**src/rtl/iso_pkg.sv**
```systemverilog
package iso_pkg;
  typedef enum logic {
    PORT_TP  = 1'b0,
    PORT_AUI = 1'b1
  } port_kind_e;
endpackage

```
**src/rtl/coll_sense.sv**
```systemverilog
module coll_sense
  import iso_pkg::*;
(
  input  port_kind_e kind,
  input  logic       tx_act,
  input  logic       rx_act,
  input  logic       sqe,
  output logic       coll
);
  always_comb begin
    case (kind)
      PORT_AUI: coll = sqe;
      default:  coll = tx_act & rx_act;
    endcase
  end
endmodule

```
**src/rtl/coll_timer.sv**
```systemverilog
module coll_timer #(
  parameter int LONG_BITS = 1536
) (
  input  logic clk,
  input  logic rst,
  input  logic tick,
  input  logic coll,
  output logic trip
);
  localparam int TW = $clog2(LONG_BITS + 1);
  localparam logic [TW-1:0] TOP  = TW'(LONG_BITS);
  localparam logic [TW-1:0] LAST = TW'(LONG_BITS - 1);

  logic [TW-1:0] run_q;

  always_ff @(posedge clk) begin
    if (rst) begin
      run_q <= '0;
    end else if (tick) begin
      if (!coll)            run_q <= '0;
      else if (run_q != TOP) run_q <= run_q + 1'b1;
    end
  end

  assign trip = tick & coll & (run_q == LAST);
endmodule

```
**src/rtl/burst_gauge.sv**
```systemverilog
module burst_gauge #(
  parameter int GOOD_LEN = 512
) (
  input  logic clk,
  input  logic rst,
  input  logic tick,
  input  logic active,
  input  logic coll,
  output logic done_clean,
  output logic done_dirty
);
  localparam int LW = $clog2(GOOD_LEN + 2);
  localparam logic [LW-1:0] LEN_SAT = LW'(GOOD_LEN + 1);
  localparam logic [LW-1:0] LEN_MIN = LW'(GOOD_LEN);

  logic          run_q;
  logic          hit_q;
  logic [LW-1:0] len_q;
  logic          ending;

  always_ff @(posedge clk) begin
    if (rst) begin
      run_q <= 1'b0;
      hit_q <= 1'b0;
      len_q <= '0;
    end else if (tick) begin
      run_q <= active;
      if (active) begin
        hit_q <= hit_q | coll;
        if (len_q != LEN_SAT) len_q <= len_q + 1'b1;
      end else begin
        hit_q <= 1'b0;
        len_q <= '0;
      end
    end
  end

  assign ending     = tick & run_q & ~active;
  assign done_dirty = ending & hit_q;
  assign done_clean = ending & ~hit_q & (len_q > LEN_MIN);
endmodule

```
**src/rtl/port_isolator.sv**
```systemverilog
module port_isolator
  import iso_pkg::*;
#(
  parameter int LONG_BITS     = 1536,
  parameter int ATTEMPT_LIMIT = 32,
  parameter int GOOD_LEN      = 512
) (
  input  logic clk,
  input  logic rst,
  input  logic bit_en,
  input  logic tx_act,
  input  logic rx_act,
  input  logic sqe,
  input  logic is_aui,
  input  logic alt_rule,
  output logic part_o
);
  localparam int CW = $clog2(ATTEMPT_LIMIT + 1);
  localparam logic [CW-1:0] CNT_LAST = CW'(ATTEMPT_LIMIT - 1);
  localparam int N_GAUGE = 2;   // 0: transmit attempts, 1: reconnection runs

  logic          coll;
  logic          trip;
  logic          rc_act;
  logic          part_q;
  logic [CW-1:0] attempts_q;
  logic [N_GAUGE-1:0] g_act, g_clean, g_dirty;

  coll_sense u_sense (
    .kind   (port_kind_e'(is_aui)),
    .tx_act (tx_act),
    .rx_act (rx_act),
    .sqe    (sqe),
    .coll   (coll)
  );

  coll_timer #(.LONG_BITS(LONG_BITS)) u_timer (
    .clk  (clk),
    .rst  (rst),
    .tick (bit_en),
    .coll (coll),
    .trip (trip)
  );

  assign rc_act   = alt_rule ? tx_act : (tx_act | rx_act);
  assign g_act[0] = tx_act;
  assign g_act[1] = rc_act;

  for (genvar g = 0; g < N_GAUGE; g++) begin : g_gauge
    burst_gauge #(.GOOD_LEN(GOOD_LEN)) u_gauge (
      .clk        (clk),
      .rst        (rst),
      .tick       (bit_en),
      .active     (g_act[g]),
      .coll       (coll),
      .done_clean (g_clean[g]),
      .done_dirty (g_dirty[g])
    );
  end

  always_ff @(posedge clk) begin
    if (rst) begin
      part_q     <= 1'b0;
      attempts_q <= '0;
    end else if (bit_en) begin
      if (!part_q) begin
        if (trip || (g_dirty[0] && attempts_q == CNT_LAST)) begin
          part_q     <= 1'b1;
          attempts_q <= '0;
        end else if (g_dirty[0]) begin
          attempts_q <= attempts_q + 1'b1;
        end else if (g_clean[0]) begin
          attempts_q <= '0;
        end
      end else if (g_clean[1]) begin
        part_q <= 1'b0;
      end
    end
  end

  assign part_o = part_q;
endmodule

```
**config.mk**
```make
export PLATFORM = sky130hd
export DESIGN_NAME = port_isolator
export DESIGN_NICKNAME = d
export VERILOG_FILES = /design/src/rtl/iso_pkg.sv /design/src/rtl/coll_sense.sv /design/src/rtl/coll_timer.sv /design/src/rtl/burst_gauge.sv /design/src/rtl/port_isolator.sv
export SDC_FILE = /design/constraint.sdc
export NUM_CORES = 1
export LEC_CHECK = 0
export BUFFER_PORTS_ARGS = -buffer_cell sky130_fd_sc_hd__buf_2
export CAP_MARGIN = 0
export CORE_MARGIN = 2
export CORE_UTILIZATION = 49
export CTS_CLUSTER_DIAMETER = 60
export DETAILED_ROUTE_END_ITERATION = 12
export GPL_ROUTABILITY_DRIVEN = 0
export PLACE_DENSITY = 0.63
export REMOVE_ABC_BUFFERS = 1
export SLEW_MARGIN = 40
export SYNTH_ARGS = -nofsm -noshare
export SYNTH_HDL_FRONTEND = slang
export SYNTH_SLANG_ARGS = --single-unit
```
**constraint.sdc**
```tcl
create_clock -name clk -period 4.65 [get_ports clk]
set_input_delay 0.465 -clock clk [delete_from_list [all_inputs] [get_ports clk]]
set_output_delay 0.465 -clock clk [all_outputs]
set_load 0.02 [all_outputs]
```
# Word level (Yosys, flattened, before mapping)
# Cells that the tools add are included.
# totals
regBits	42
input_bits	8
output_inout_bits	1
# op_classes
n_addsub	4
n_lt_le_gt_ge	2
n_eq_ne	8
mux	16
bitwise_logic	20
reduce_logical	7
# ops
op	n
$mux 10	4
$mux 11	2
$add 10x1->10 const B	2
$gt 10x10->1 const B	2
$ne 10x10->1 const B	2
$mux 6	3
$and 1x1->1	12
$add 11x1->11 const B	1
$eq 11x11->1 const B	1
$ne 11x11->1 const B	1
$mux 1	7
$add 6x1->6 const B	1
$eq 6x5->1 const B	1
$reduce_and 2->1	3
$not 1->1	5
$ne 2x2->1 const B	2
$or 1x1->1	3
$reduce_and 3->1	1
$reduce_bool 3->1	1
$ne 2x1->1 const B	1
$logic_and 1x1->1	1
$logic_or 1x1->1	1

# Longest topological paths before layout
# logic_depth
word_depth	8
depth_mapped	7
ltp_nobuf	6

# Cells and area by module
# From an unflattened synthesis, not the netlist that was laid out.
# hier_totals
cells_unflattened	299
area_unflattened_um2	2441.1
# by_module_without_submodules
mod	n_inst	cells_each	area_per_inst_um2	seq_area_each_um2
burst_gauge	2	82	680.7	240.2
coll_timer	1	81	658.1	220.2
port_isolator	1	51	409.1	140.1
coll_sense	1	3	12.5	0.0

# Worst setup path after synthesis
# OpenSTA, ideal clock, no wires.
# synth_path
path_kind	input -> register
from	input tx_act
to	register u_timer.run_q[4]
t_arrival_ps	1709
setup_slack_ps	2870
cell_stages	6
path_cell_list	buf_6 -> and3b_4 -> o2111a_1 -> buf_6 -> or4_1 -> a21oi_1
# synth_via
elab_chain_len	4
# synth_lines
item	line	source
start: declaration	port_isolator.sv:11	input logic tx_act,
$and 1x1->1 (*)	coll_sense.sv:13	default: coll = tx_act & rx_act;
$mux 1 (*)	coll_sense.sv:11	case (kind)
$ne 2x2->1 (no line)	--	
$reduce_and 2->1 (no line)	--	
end signal: assignment	coll_timer.sv:21	else if (run_q != TOP) run_q <= run_q + 1'b1;
end: declaration	coll_timer.sv:14	logic [TW-1:0] run_q;
# Every way passes the cells marked *; elsewhere a longest branch is shown, timed or not.
# A chain may end at the register's enable or synchronous reset.

# Worst setup path after layout
# layout_path
from	register u_timer.run_q[1]
to	register attempts_q[3]
# layout_via
elab_chain_len	5
# layout_lines
item	line	source
$eq 11x11->1 (*)	coll_timer.sv:25	assign trip = tick & coll & (run_q == LAST);
$and 1x1->1 (*)	coll_timer.sv:25	
$logic_or 1x1->1 (*)	port_isolator.sv:67	if (trip || (g_dirty[0] && attempts_q == CNT_LAST)) begin
$reduce_bool 3->1 (no line)	--	
$reduce_and 3->1 (no line)	--	
end signal: assignment	port_isolator.sv:71	attempts_q <= attempts_q + 1'b1;
end: declaration	port_isolator.sv:26	logic [CW-1:0] attempts_q;
# Marks and branches as above.

==> results.sh <==
export IMPL_outcome="finished, final reports clean"
export IMPL_netlist_area_um2=2270
export IMPL_ff_latch_area_um2=841
export IMPL_chipWidth_um=72.1
export IMPL_synthAdderAreaFrac_pct=4.96
export IMPL_max_stage_delay_ns=0.54
export IMPL_drt_iter0_markers=84
export IMPL_vias=1864
export IMPL_reg2reg_depth=5
export IMPL_num_nets_final=294
export IMPL_numPortBuffers=8
export IMPL_synth_avg_cell_area_um2=8.45
export IMPL_critical_path_arrival_ns=2.06
export IMPL_fin_worst_skew_ns=0.00822
export IMPL_postCtsSetupRepairBufs=0
export IMPL_synthCells=269
export IMPL_gr_total_overflow=0
export IMPL_synthMuxAreaShare_pct=3.14
export IMPL_cpMaxStageDelayCell="a2111o_1"
export IMPL_min_period_ns=1.90
export IMPL_synth_distinct_cells=48
export IMPL_fill_cells=420
export IMPL_place_area_um2=2330
export IMPL_grt_use_total_pct=18.3
export IMPL_grt_max_degree=22
export IMPL_cts_max_level=2
export IMPL_final_cell_mix="dfxtp_1 (42), nor2_1 (31), nand2_1 (23)"
export IMPL_ioPinCount=9
export IMPL_finalHoldViolations=0
export IMPL_ir_worst_vdd_uv=156
export IMPL_wl_per_cell_um=13.4
export IMPL_synthSimpleGateAreaFrac_pct=29.5
export IMPL_rsz0062_at_grt="false"
export IMPL_hold_depth=2
export IMPL_core_area_um2=4410
export IMPL_clock_path_buffers=2
export IMPL_powerDensity_nw_per_um2=260
export IMPL_ctsHoldBuffers=0
export IMPL_critPathCaptureType="flop"
export IMPL_layout_commonest_cell="dfxtp_1"
export IMPL_synth_compound_area_share_pct=14.3
export IMPL_synth_seq_area_share_pct=37.0
export IMPL_area_growth_pct=6.11
export IMPL_cts_buffers=5
export IMPL_worstPathRequired_ns=4.82
export IMPL_path_clk_slew_ns=0.07
export IMPL_multi_input_area_um2=1310
export IMPL_synth_flop_cell="dfxtp_1"
export IMPL_drv_cap=0
export IMPL_synth_async_reset_ratio_pct=0
export IMPL_holdWs_ns=0.469
export IMPL_start_util_pct=51.5
export IMPL_max_freq_ghz=0.527
export IMPL_dieArea_um2=5200
export IMPL_root_buffer="clkbuf_8"
export IMPL_drive_gt1_share_pct=7.22
export IMPL_min_path_type="reg2reg"
export IMPL_slew_headroom_pct=53.7
export IMPL_numClockSinks=42
export IMPL_design_area_um2=2410
export IMPL_antenna_found_initial=0
export IMPL_via_per_inst=5.67
export IMPL_post_cts_resized=0
export IMPL_hpwl_mm=3.27
export IMPL_drtPass1Iterations=4
export IMPL_ys_ff_latch=42
export IMPL_worstMarginPinSlew_ns=0.689
export IMPL_ant_nets=0
export IMPL_synth_warnings=0
export IMPL_remaining_drc_errors=0
export IMPL_utilization_pct=54.6
export IMPL_cts_tree="built"
export IMPL_worstSkewPairLatency_ns=0.29
export IMPL_routed_wl_mm=4.41
export IMPL_grt_pass1_vias=1680
export IMPL_die_h_um=72.1
export IMPL_finalMaxSlewViolations=0
export IMPL_leakage_uw=0.000792
export IMPL_synth_xor_area_share_pct=5.78
export IMPL_cp_start_kind="flop"
export IMPL_fin_setup_tns_ns=0
export IMPL_crit_fanout=10
export IMPL_finalSetupViolCount=0
export IMPL_synth_top_family_by_area="simple AND/OR/NAND/NOR gates"
export IMPL_period_share_pct=40.8
export IMPL_cp_cell_sequence="ha_1 -> nand3b_1 -> a2111o_1 -> o211ai_2 -> o221ai_1"
export IMPL_synth_edff_count=0
export IMPL_rows=24
export IMPL_path_class="reg2reg"
export IMPL_diodes=0
export IMPL_grt_first_pass_wirelength_mm=7.54
==> worst paths after layout <==
| kind | start | to | slack [ns] |
|---|---|---|---|
| worst min register to register | g_gauge[0].u_gauge.hit_q | g_gauge[0].u_gauge.hit_q | 0.47 |
| worst min-delay path | g_gauge[0].u_gauge.hit_q | g_gauge[0].u_gauge.hit_q | 0.47 |
| worst max register to register | u_timer.run_q[1] | attempts_q[3] | 2.75 |
| worst max-delay path | u_timer.run_q[1] | attempts_q[3] | 2.75 |
==> critical path, delay by kind of cell, from the launching register on <==
kind / cells / cell delay, ns
AND/OR/NAND/NOR: 1 / 0.11
AO/OA/AOI/OAI: 3 / 1.00
flip-flops: 1 / 0.39
adder cells (fa/ha/maj): 1 / 0.27
==> metal layers <==
layer  GRT usage, %  share of wire, %
met4           6.29               1.1
met3           4.17               3.1
met5              0                 0
met1           24.4                50
met2           29.2                46
==> logic make-up (layout without fill, tap and decap cells) <==
group	after synthesis	in the layout
compound gates	43	43
buf+inv	28	36
mux	7	7
xor+xnor	15	15
flops	42	42
fa+ha+maj	9	9
simple gates	125	125
==> flip-flops by register name (all words and copies together), names as in the netlist <==
name,cells
g_gauge.u_gauge.hit_q,2
g_gauge.u_gauge.run_q,2
u_timer.run_q,11
attempts_q,6
g_gauge.u_gauge.len_q,20
part_o,1
==> through the flow <==
| step | cells | power, µW | worst slack, ns |
|---|---|---|---|
| 2_1_floorplan | 262 | 401 | 2.97 |
| 3_3_place_gp | 322 | 417 | 2.56 |
| 3_5_place_dp | 322 | 417 | 2.55 |
| 4_1_cts | 329 | 638 | 2.75 |
| 5_1_grt | 329 | 657 | 2.61 |
| 6_report | 329 | 627 | 2.75 |
==> area by class of cell <==
class	instances	share of cell area (%)
multi-input cells	199	54.3
inverters	21	3.27
clock buffers	7	3.17
flip-flops and latches	42	34.9
well taps	52	2.70
repair buffers	8	1.66
==> cells in the mapped netlist, types with 6 or more instances <==
cell type  instances  area share (%)
dfxtp_1           42              37
nor2_1            31             5.1
o21ai_0            8             1.8
ha_1               9             5.0
nor3_1             6             1.3
mux2i_1            6             2.6
inv_1             21             3.5
xor2_1             7             2.7
xnor2_1            8             3.1
nand4_1           12             3.3
nand2_1           23             3.8
nand3_1           16             3.5
a21oi_1           12             2.6
==> power by group <==
group,internal [µW],switching (µW)
combinational,13.4,26.7
sequential,364,4.06
clock,103,115
total,481,146
Power figures use the tool's default switching activity.
